==> config.mk <==
export PLATFORM = sky130hd
export DESIGN_NAME = burst_addr_gen
export DESIGN_NICKNAME = d
export VERILOG_FILES = /design/src/rtl/burst_pkg.sv /design/src/rtl/burst_base_reg.sv /design/src/rtl/burst_beat_ctr.sv /design/src/rtl/burst_low_map.sv /design/src/rtl/burst_addr_gen.sv
export SDC_FILE = /design/constraint.sdc
export NUM_CORES = 1
export LEC_CHECK = 0
export BUFFER_PORTS_ARGS = -buffer_cell sky130_fd_sc_hd__buf_2
export CAP_MARGIN = 20
export CORE_MARGIN = 2
export CORE_UTILIZATION = 40
export CTS_CLUSTER_SIZE = 24
export DETAILED_ROUTE_END_ITERATION = 12
export GPL_TIMING_DRIVEN = 0
export MAX_ROUTING_LAYER = met4
export PLACE_DENSITY = 0.72
export SLEW_MARGIN = 20
export SYNTH_ARGS = -nofsm -noshare
export SYNTH_HDL_FRONTEND = slang
export SYNTH_HIERARCHICAL = 1
export SYNTH_SLANG_ARGS = --single-unit
==> constraint.sdc <==
create_clock -name clk_i -period 2.1 [get_ports clk_i]
set_input_delay 0.42 -clock clk_i [delete_from_list [all_inputs] [get_ports clk_i]]
set_output_delay 0.42 -clock clk_i [all_outputs]
set_load 0.05 [all_outputs]
==> src/rtl/burst_pkg.sv <==
package burst_pkg;
  localparam int BEAT_W = 2;
  typedef logic [BEAT_W-1:0] beat_t;

  typedef enum logic {
    ORDER_LINEAR = 1'b0,
    ORDER_INTLV  = 1'b1
  } order_e;
endpackage

==> src/rtl/burst_base_reg.sv <==
module burst_base_reg #(
  parameter int ADDR_W = 19
) (
  input  logic              clk_i,
  input  logic              rst_ni,
  input  logic              load_i,
  input  logic [ADDR_W-1:0] addr_i,
  output logic [ADDR_W-1:0] base_o
);
  always_ff @(posedge clk_i or negedge rst_ni) begin
    if (!rst_ni)     base_o <= '0;
    else if (load_i) base_o <= addr_i;
  end


  base_hold_chk: assert property (@(posedge clk_i) disable iff (!rst_ni)
    !load_i |=> $stable(base_o));
endmodule

==> src/rtl/burst_beat_ctr.sv <==
module burst_beat_ctr
  import burst_pkg::*;
(
  input  logic  clk_i,
  input  logic  rst_ni,
  input  logic  load_i,
  input  logic  adv_ni,
  output beat_t beat_o
);
  // load wins over advance
  always_ff @(posedge clk_i or negedge rst_ni) begin
    if (!rst_ni)      beat_o <= '0;
    else if (load_i)  beat_o <= '0;
    else if (!adv_ni) beat_o <= beat_o + beat_t'(1);
  end


  beat_hold_chk: assert property (@(posedge clk_i) disable iff (!rst_ni)
    (!load_i && adv_ni) |=> $stable(beat_o));
endmodule

==> src/rtl/burst_low_map.sv <==
module burst_low_map
  import burst_pkg::*;
(
  input  logic  mode_i,
  input  beat_t start_i,
  input  beat_t beat_i,
  output beat_t low_o
);
  beat_t intlv, lin;

  for (genvar b = 0; b < BEAT_W; b++) begin : g_xor
    assign intlv[b] = start_i[b] ^ beat_i[b];
  end

  assign lin   = start_i + beat_i;
  assign low_o = (order_e'(mode_i) == ORDER_INTLV) ? intlv : lin;
endmodule

==> src/rtl/burst_addr_gen.sv <==
module burst_addr_gen
  import burst_pkg::*;
#(
  parameter int ADDR_W = 19
) (
  input  logic              clk_i,
  input  logic              rst_ni,
  input  logic              mode_i,
  input  logic              load_i,
  input  logic              adv_ni,
  input  logic [ADDR_W-1:0] addr_i,
  output logic [ADDR_W-1:0] addr_o
);
  localparam int UPPER_W = ADDR_W - BEAT_W;

  logic [ADDR_W-1:0] base_q;
  beat_t             beat_q;
  beat_t             low;

  burst_base_reg #(.ADDR_W(ADDR_W)) i_base (
    .clk_i (clk_i),
    .rst_ni(rst_ni),
    .load_i(load_i),
    .addr_i(addr_i),
    .base_o(base_q)
  );

  burst_beat_ctr i_ctr (
    .clk_i (clk_i),
    .rst_ni(rst_ni),
    .load_i(load_i),
    .adv_ni(adv_ni),
    .beat_o(beat_q)
  );

  burst_low_map i_map (
    .mode_i (mode_i),
    .start_i(base_q[BEAT_W-1:0]),
    .beat_i (beat_q),
    .low_o  (low)
  );

  assign addr_o = {base_q[ADDR_W-1:BEAT_W], low};


  load_first_beat_chk: assert property (@(posedge clk_i) disable iff (!rst_ni)
    load_i |=> (addr_o == $past(addr_i)));


  upper_keep_chk: assert property (@(posedge clk_i) disable iff (!rst_ni)
    !load_i |=> $stable(addr_o[ADDR_W-1:BEAT_W]));


  suspend_hold_chk: assert property (@(posedge clk_i) disable iff (!rst_ni)
    (!load_i && adv_ni) |=> ($stable(addr_o) || !$stable(mode_i)));


  linear_step_chk: assert property (@(posedge clk_i) disable iff (!rst_ni)
    (!load_i && !adv_ni && !mode_i) |=>
      (mode_i || addr_o[1:0] == 2'($past(addr_o[1:0]) + 2'd1)));

  // interleaved step flips bit 0 on every advance
  intlv_bit0_chk: assert property (@(posedge clk_i) disable iff (!rst_ni)
    (!load_i && !adv_ni && mode_i) |=>
      (!mode_i || addr_o[0] != $past(addr_o[0])));

  initial begin
    assert (UPPER_W >= 1) else $error("ADDR_W too small");
  end
endmodule

==> out/metrics.cfg, run 1 <==
[run_status]
status=finished clean

[yosys]
postSynthCellCount=52
synth.area.top_cells=dfrtp_1, mux2_4, mux2_2
synth_nets=77
synth_common_cells=dfrtp_1, mux2_4, mux2_2, nor2b_1, xnor2_1
synth_edf_count=0
ys_ff_latch=21
synth-xor-area-share_pct=1.958
yosys.area.top_type=dfrtp_1
synth_area_per_cell_um2=17.20
synth_top_area_share_pct=58.74
yosys_warnings=6
synthMuxAreaShare_pct=29.79
synth_adder_area_share_pct=1.399
yosysMostFrequentCell=dfrtp_1
synthArstFlopShare_pct=100.0
synth_cell_types=11
ys.flop_type=dfrtp_1
synth-compound-area-share_pct=0
netlist_area_um2=894.6
ys_seq_area_share_pct=58.74
yosys.area_share.simple_pct=4.615
synth_top_family_by_area=multiplexers

[cells_and_area]
insertedDiodeCount=0
finalNetCount=124
area.sequential_um2=525.5
fillCellCount=193
multi_input_area_um2=337.8
postLayoutCellArea_um2=1166
syn2layout_area_growth_pct=30.35
layout-drive-gt1-share_pct=69.39

[timing]
max_freq_mhz=546.8
worst_slack_ns=0.2711
hold_viol_final=0
rsz0062_at_grt=no
tightestPinTransition_ns=0.4488
period_needed_ns=1.829
drv_slew=0
maxSlewHeadroom_pct=70.08
post-route-period-util_pct=87.09
fin_worst_skew_ns=0.0003325
finalSetupTns_ns=0
whs_ns=0.06355
setup_viol=0

[worst_setup_path]
crit_path_top_delay_cell=dfrtp_1
cpLargestDelayFamily=flip-flops
crit_type=reg -> out
worst_setup_path_end_kind=output pin
crit_required_ns=1.68
startpoint_type=flop
worst_r2r_path_depth=2
critPathMaxStageDelay_ns=0.40
path_cells=ha_1 > nor2b_1 > xnor2_1 > buf_2
cp.depth=4
critPathMaxFanout=2
cp.arrival_ns=1.41
crit_buf_inv=1

[clock_network]
clockBufferDepth=2
cts_sinks=21
htreeDepth=1
clk_latency_ns=0.28
cts_resized=0
root_buffer=clkbuf_4
postCtsSetupBuffers=0
clk_pin_slew_ns=0.10
cts_tree=done
ctsHoldBuffers=0
cts_buffers=3

[grt]
antenna_found_initial=0
track_usage_pct=12.90
grt_pass1_vias=562
grt_max_degree=22
grt_pass1_wl_um=2435
gr-total-overflow=0

[floorplan]
die_width_um=51.29
die_area_um2=2631
ioPinCount=43
core-area_um2=2170
die_y_um=51.29
start_util_pct=41.23
rows=17

[placed_design]
gp_congestion=0.5888
place_ws_ns=0.5844
post_dp_cell_area_um2=1140
port_buffers=42
dpl.hpwl_um=1163

[hold_path]
hold_path.class=in -> async

[detailed_routing]
vias=560
routed_wirelength_um=1497
drt_iter0_drc=2
drcViolationCount=0
routed_via_density=4.444
dr.pass1.iters=3
ant_nets=0
wl_per_cell_um=11.88

[pwr]
leakage_nw=0.5952
powerDensity_nw_per_um2=812.2
power.total_mw=0.9471
peakVddDrop_mv=0.4067

[flow_run]
cap_violations=0

## metal layers
metal,vias up,global-route usage (%),part of all wire (%)
met5,-,-,0
met4,0,3.947,0.27
li1,270,-,-
met2,30,20.35,45
met3,2,2.632,8.7
met1,258,16.92,46
## where the power goes
group	internal [mW]	switching, mW	leakage, nW
combinational	0.103	0.200	0.332
sequential	0.443	0.0214	0.248
clock	0.0737	0.106	0.0150
total	0.620	0.327	0.595
## registers in the layout (all words and copies together), names as in the netlist
register,flops
i_ctr/beat_o,2
i_base/base_o,19
## kinds of logic (layout without fill, tap and decap cells)
group,after synthesis,in the layout
adder cells (fa/ha/maj),1,1
buffers and inverters,2,48
XOR/XNOR,2,2
AND/OR/NAND/NOR,6,6
multiplexers,20,20
flip-flops,21,21
## cell usage in the layout, fill, tap and decap left out
cell / Yosys / routed
mux2_2: 9 / 9
xnor2_1: 2 / 2
dfrtp_1: 21 / 21
clkbuf_4: 0 / 3
buf_6: 1 / 1
mux2_4: 11 / 11
nor2b_4: 1 / 1
buf_2: 0 / 42
clkbuf_1: 0 / 1
nor3_1: 1 / 1
buf_12: 1 / 1
nor2b_1: 3 / 3
nor2_1: 1 / 1
ha_1: 1 / 1
## area by class of cell
class / count / area share (%)
Multi-Input combinational cell: 29 / 28.97
Sequential cell: 21 / 45.06
Clock buffer: 4 / 2.253
Tap cell: 28 / 3.004
Timing Repair Buffer: 42 / 18.03
Buffer: 2 / 2.682
## path summary, 6_finish.rpt
check	slack (ns)	endpoint	start
worst max-delay path	0.27	addr_o[1]	i_base/base_o[0]
worst min register to register	0.51	i_base/base_o[5]	i_base/base_o[5]
worst min-delay path	0.06	i_base/base_o[16]	rst_ni
min in group clk_i	0.34	i_ctr/beat_o[0]	load_i
worst max register to register	1.14	i_ctr/beat_o[1]	i_ctr/beat_o[0]
max in group asynchronous	1.73	i_ctr/beat_o[0]	rst_ni
## through the flow
step                      std cells  util, %
after global placement          122    52.54
after global routing            126    53.75
final                           126    53.75
after floorplan                  52        -
after CTS                       126    53.75
after detailed placement        122    52.54
## worst reg2reg max path: stages (launching register included)
cell     delay (ns)
dfrtp_1        0.38
nor2b_4        0.16
mux2_4         0.31
No activity file was read; power rests on OpenSTA's default activity.
==> run 2: changes to the inputs <==
--- a/config.mk
+++ b/config.mk
@@ -5,16 +5,16 @@
 export SDC_FILE = /design/constraint.sdc
 export NUM_CORES = 1
 export LEC_CHECK = 0
+export ABC_AREA = 1
 export BUFFER_PORTS_ARGS = -buffer_cell sky130_fd_sc_hd__buf_2
 export CAP_MARGIN = 20
 export CORE_MARGIN = 2
 export CORE_UTILIZATION = 40
 export CTS_CLUSTER_SIZE = 24
 export DETAILED_ROUTE_END_ITERATION = 12
-export GPL_TIMING_DRIVEN = 0
 export MAX_ROUTING_LAYER = met4
 export PLACE_DENSITY = 0.72
-export SLEW_MARGIN = 20
+export SLEW_MARGIN = 15
 export SYNTH_ARGS = -nofsm -noshare
 export SYNTH_HDL_FRONTEND = slang
 export SYNTH_HIERARCHICAL = 1
==> out/metrics.cfg, run 2 <==
[grt]
track_usage_pct=16.12  ; +3.2 points
grt_pass1_wl_um=3015  ; +24%
grt_max_degree=22  ; unchanged
grt_pass1_vias=724  ; +29%
antenna_found_initial=0  ; unchanged
gr-total-overflow=0  ; unchanged

[cells_and_area]
final_util_pct=51.90  ; -1.8 points
insertedDiodeCount=0  ; unchanged
largest-register=i_base/base_o
syn2layout_area_growth_pct=25.70
largest_reg_flops=19  ; unchanged
postLayoutCellArea_um2=1126  ; -3.4%
reg.largest.list=i_base/base_o: 19 flops, i_ctr/beat_o: 2 flops
mostFrequentLayoutCell=nand2_1
layout-drive-gt1-share_pct=32.67  ; -37 points
finalNetCount=176  ; +42%
mostFrequentLayoutCells=nand2_1, buf_2, dfrtp_1, inv_1, nor2_1

[clock_network]
cts_buffers=3  ; unchanged
htreeDepth=1  ; unchanged
clk_pin_slew_ns=0.11  ; about the same
clk_latency_ns=0.29  ; about the same
clockBufferDepth=2  ; unchanged
root_buffer=clkbuf_4
postCtsSetupBuffers=0  ; unchanged
cts_tree=done
cts_resized=0  ; unchanged
ctsHoldBuffers=0  ; unchanged
cts_sinks=21  ; unchanged

[timing]
rsz0062_at_grt=no
fin_worst_skew_ns=0.00006470  ; -0.0002678 ns
tightestPinTransition_ns=0.4460  ; -0.002810 ns
maxSlewHeadroom_pct=70.26  ; +0.19 points
hold_viol_final=0  ; unchanged
max_freq_mhz=540.4  ; -1.2%
setup_viol=0  ; unchanged
drv_slew=0  ; unchanged
period_needed_ns=1.851  ; +0.02169 ns
finalSetupTns_ns=0  ; unchanged
post-route-period-util_pct=88.13  ; +1.0 points

[hold_path]
hold_path.class=in -> async

[yosys]
synth.area.top_cells=dfrtp_1, nand2_1, buf_6
ys_ff_latch=21  ; unchanged
yosys_warnings=6  ; unchanged
synth_edf_count=0  ; unchanged
yosys.area.top_type=dfrtp_1
postSynthCellCount=107  ; +110%
synth_top_area_share_pct=58.66  ; -0.082 points
synth_area_per_cell_um2=8.373  ; -51%
synthArstFlopShare_pct=100.0  ; unchanged
ys.flop_type=dfrtp_1
netlist_area_um2=895.9  ; +0.14%
synth_nets=132  ; +71%
synth_common_cells=nand2_1, dfrtp_1, inv_1, nor2_1, nand3_1
synth_cell_types=11  ; unchanged
ys_seq_area_share_pct=58.66  ; -0.082 points
yosysMostFrequentCell=nand2_1

[placed_design]
dpl.hpwl_um=1291  ; +11%
post_dp_cell_area_um2=1099  ; -3.6%
port_buffers=42  ; unchanged
gp_congestion=0.7132  ; +21%

[worst_setup_path]
worst_setup_path_end_kind=output pin
crit_type=reg -> out
crit_required_ns=1.68  ; about the same
startpoint_type=flop
critPathMaxFanout=5  ; +3
cp.arrival_ns=1.43  ; +0.02 ns

[detailed_routing]
top_layer=met4
drcViolationCount=0  ; unchanged
vias=778  ; +39%
ant_nets=0  ; unchanged
routed_via_density=4.371  ; -1.7%
routedLengthMet1_um=771  ; +11%
drt_iter0_drc=19  ; +17
dr.pass1.iters=4  ; +1
wl_per_cell_um=9.624  ; -19%
wl_met3_um=91  ; -30%
routed_wirelength_um=1713  ; +14%
dr_wl_met2_um=846  ; +27%

[pwr]
leakage_nw=0.6886  ; +16%
powerDensity_nw_per_um2=798.2  ; -1.7%
peakVddDrop_mv=0.4154  ; +2.1%

[floorplan]
start_util_pct=41.29  ; +0.058 points
die_y_um=51.33  ; about the same
core-area_um2=2170  ; unchanged
ioPinCount=43  ; unchanged
die_area_um2=2634  ; +0.14%
rows=17  ; unchanged
die_width_um=51.33  ; about the same

[run_status]
status=finished clean

[flow_run]
cap_violations=0  ; unchanged

run 2: power by group:
part / switching (mW) / total (mW) / internal (mW)
clock network: 0.115 / 0.186 / 0.0709
logic: 0.192 / 0.254 / 0.0615
registers: 0.0202 / 0.459 / 0.439
total: 0.327 / 0.899 / 0.571
run 2: per-stage QoR:
step           hold slack, ns  setup slack, ns  std cells  power [mW]
3_3_place_gp           0.3931           0.6317        174      0.7178
3_5_place_dp           0.3968           0.5729        174      0.7236
6_report              0.04605           0.2494        178      0.8988
4_1_cts               0.05346           0.2299        178      0.9129
2_1_floorplan          0.1244           0.6167        107      0.6543
5_1_grt               0.04669           0.1150        178      0.9585
run 2: final cells by class:
class,instances,area (um^2)
well taps,28,35.03
multi-input cells,75,297.8
repair buffers,42,210.2
clock buffers,3,22.52
inverters,8,30.03
fillers,232,1044
clock inverters,1,5.005
flip-flops and latches,21,525.5
run 2: cell families (layout without fill, tap and decap cells):
logic type                 Yosys count  after routing  synth area share, %
DFF                                 21             21                58.66
buffers and inverters               11             54                8.101
and+or+nand+nor                     73             73                31.28
AOI/OAI and AO/OA                    1              1               0.5581
adders and majority gates            1              1                1.396
run 2: critical path, cell delays in order (launching register included):
cell and delay (ns):
dfrtp_1 0.43, ha_1 0.21, inv_1 0.06, nor2_1 0.03
nand3_1 0.06, nand2_1 0.06, inv_1 0.04, buf_2 0.25
run 2: metal layers:
metal / GRT usage, % / vias to the layer above
li1: - / 404
met1: 19.81 / 350
met2: 25.97 / 22
met3: 3.509 / 2
met4: 6.579 / 0
met5: - / -
run 2: final timing paths:
| path | startpoint | slack, ns | to | cells past startpoint |
|---|---|---|---|---|
| max reg2reg | i_ctr/beat_o[0] | 1.37 | i_ctr/beat_o[1] | 2 |
| min in group clk_i | addr_i[14] | 0.31 | i_base/base_o[14] | 3 |
| min | rst_ni | 0.05 | i_base/base_o[11] | 1 |
| min reg2reg | i_base/base_o[7] | 0.48 | i_base/base_o[7] | 2 |
| max in group asynchronous | rst_ni | 1.74 | i_base/base_o[7] | 1 |
| max | i_ctr/beat_o[0] | 0.25 | addr_o[1] | 7 |
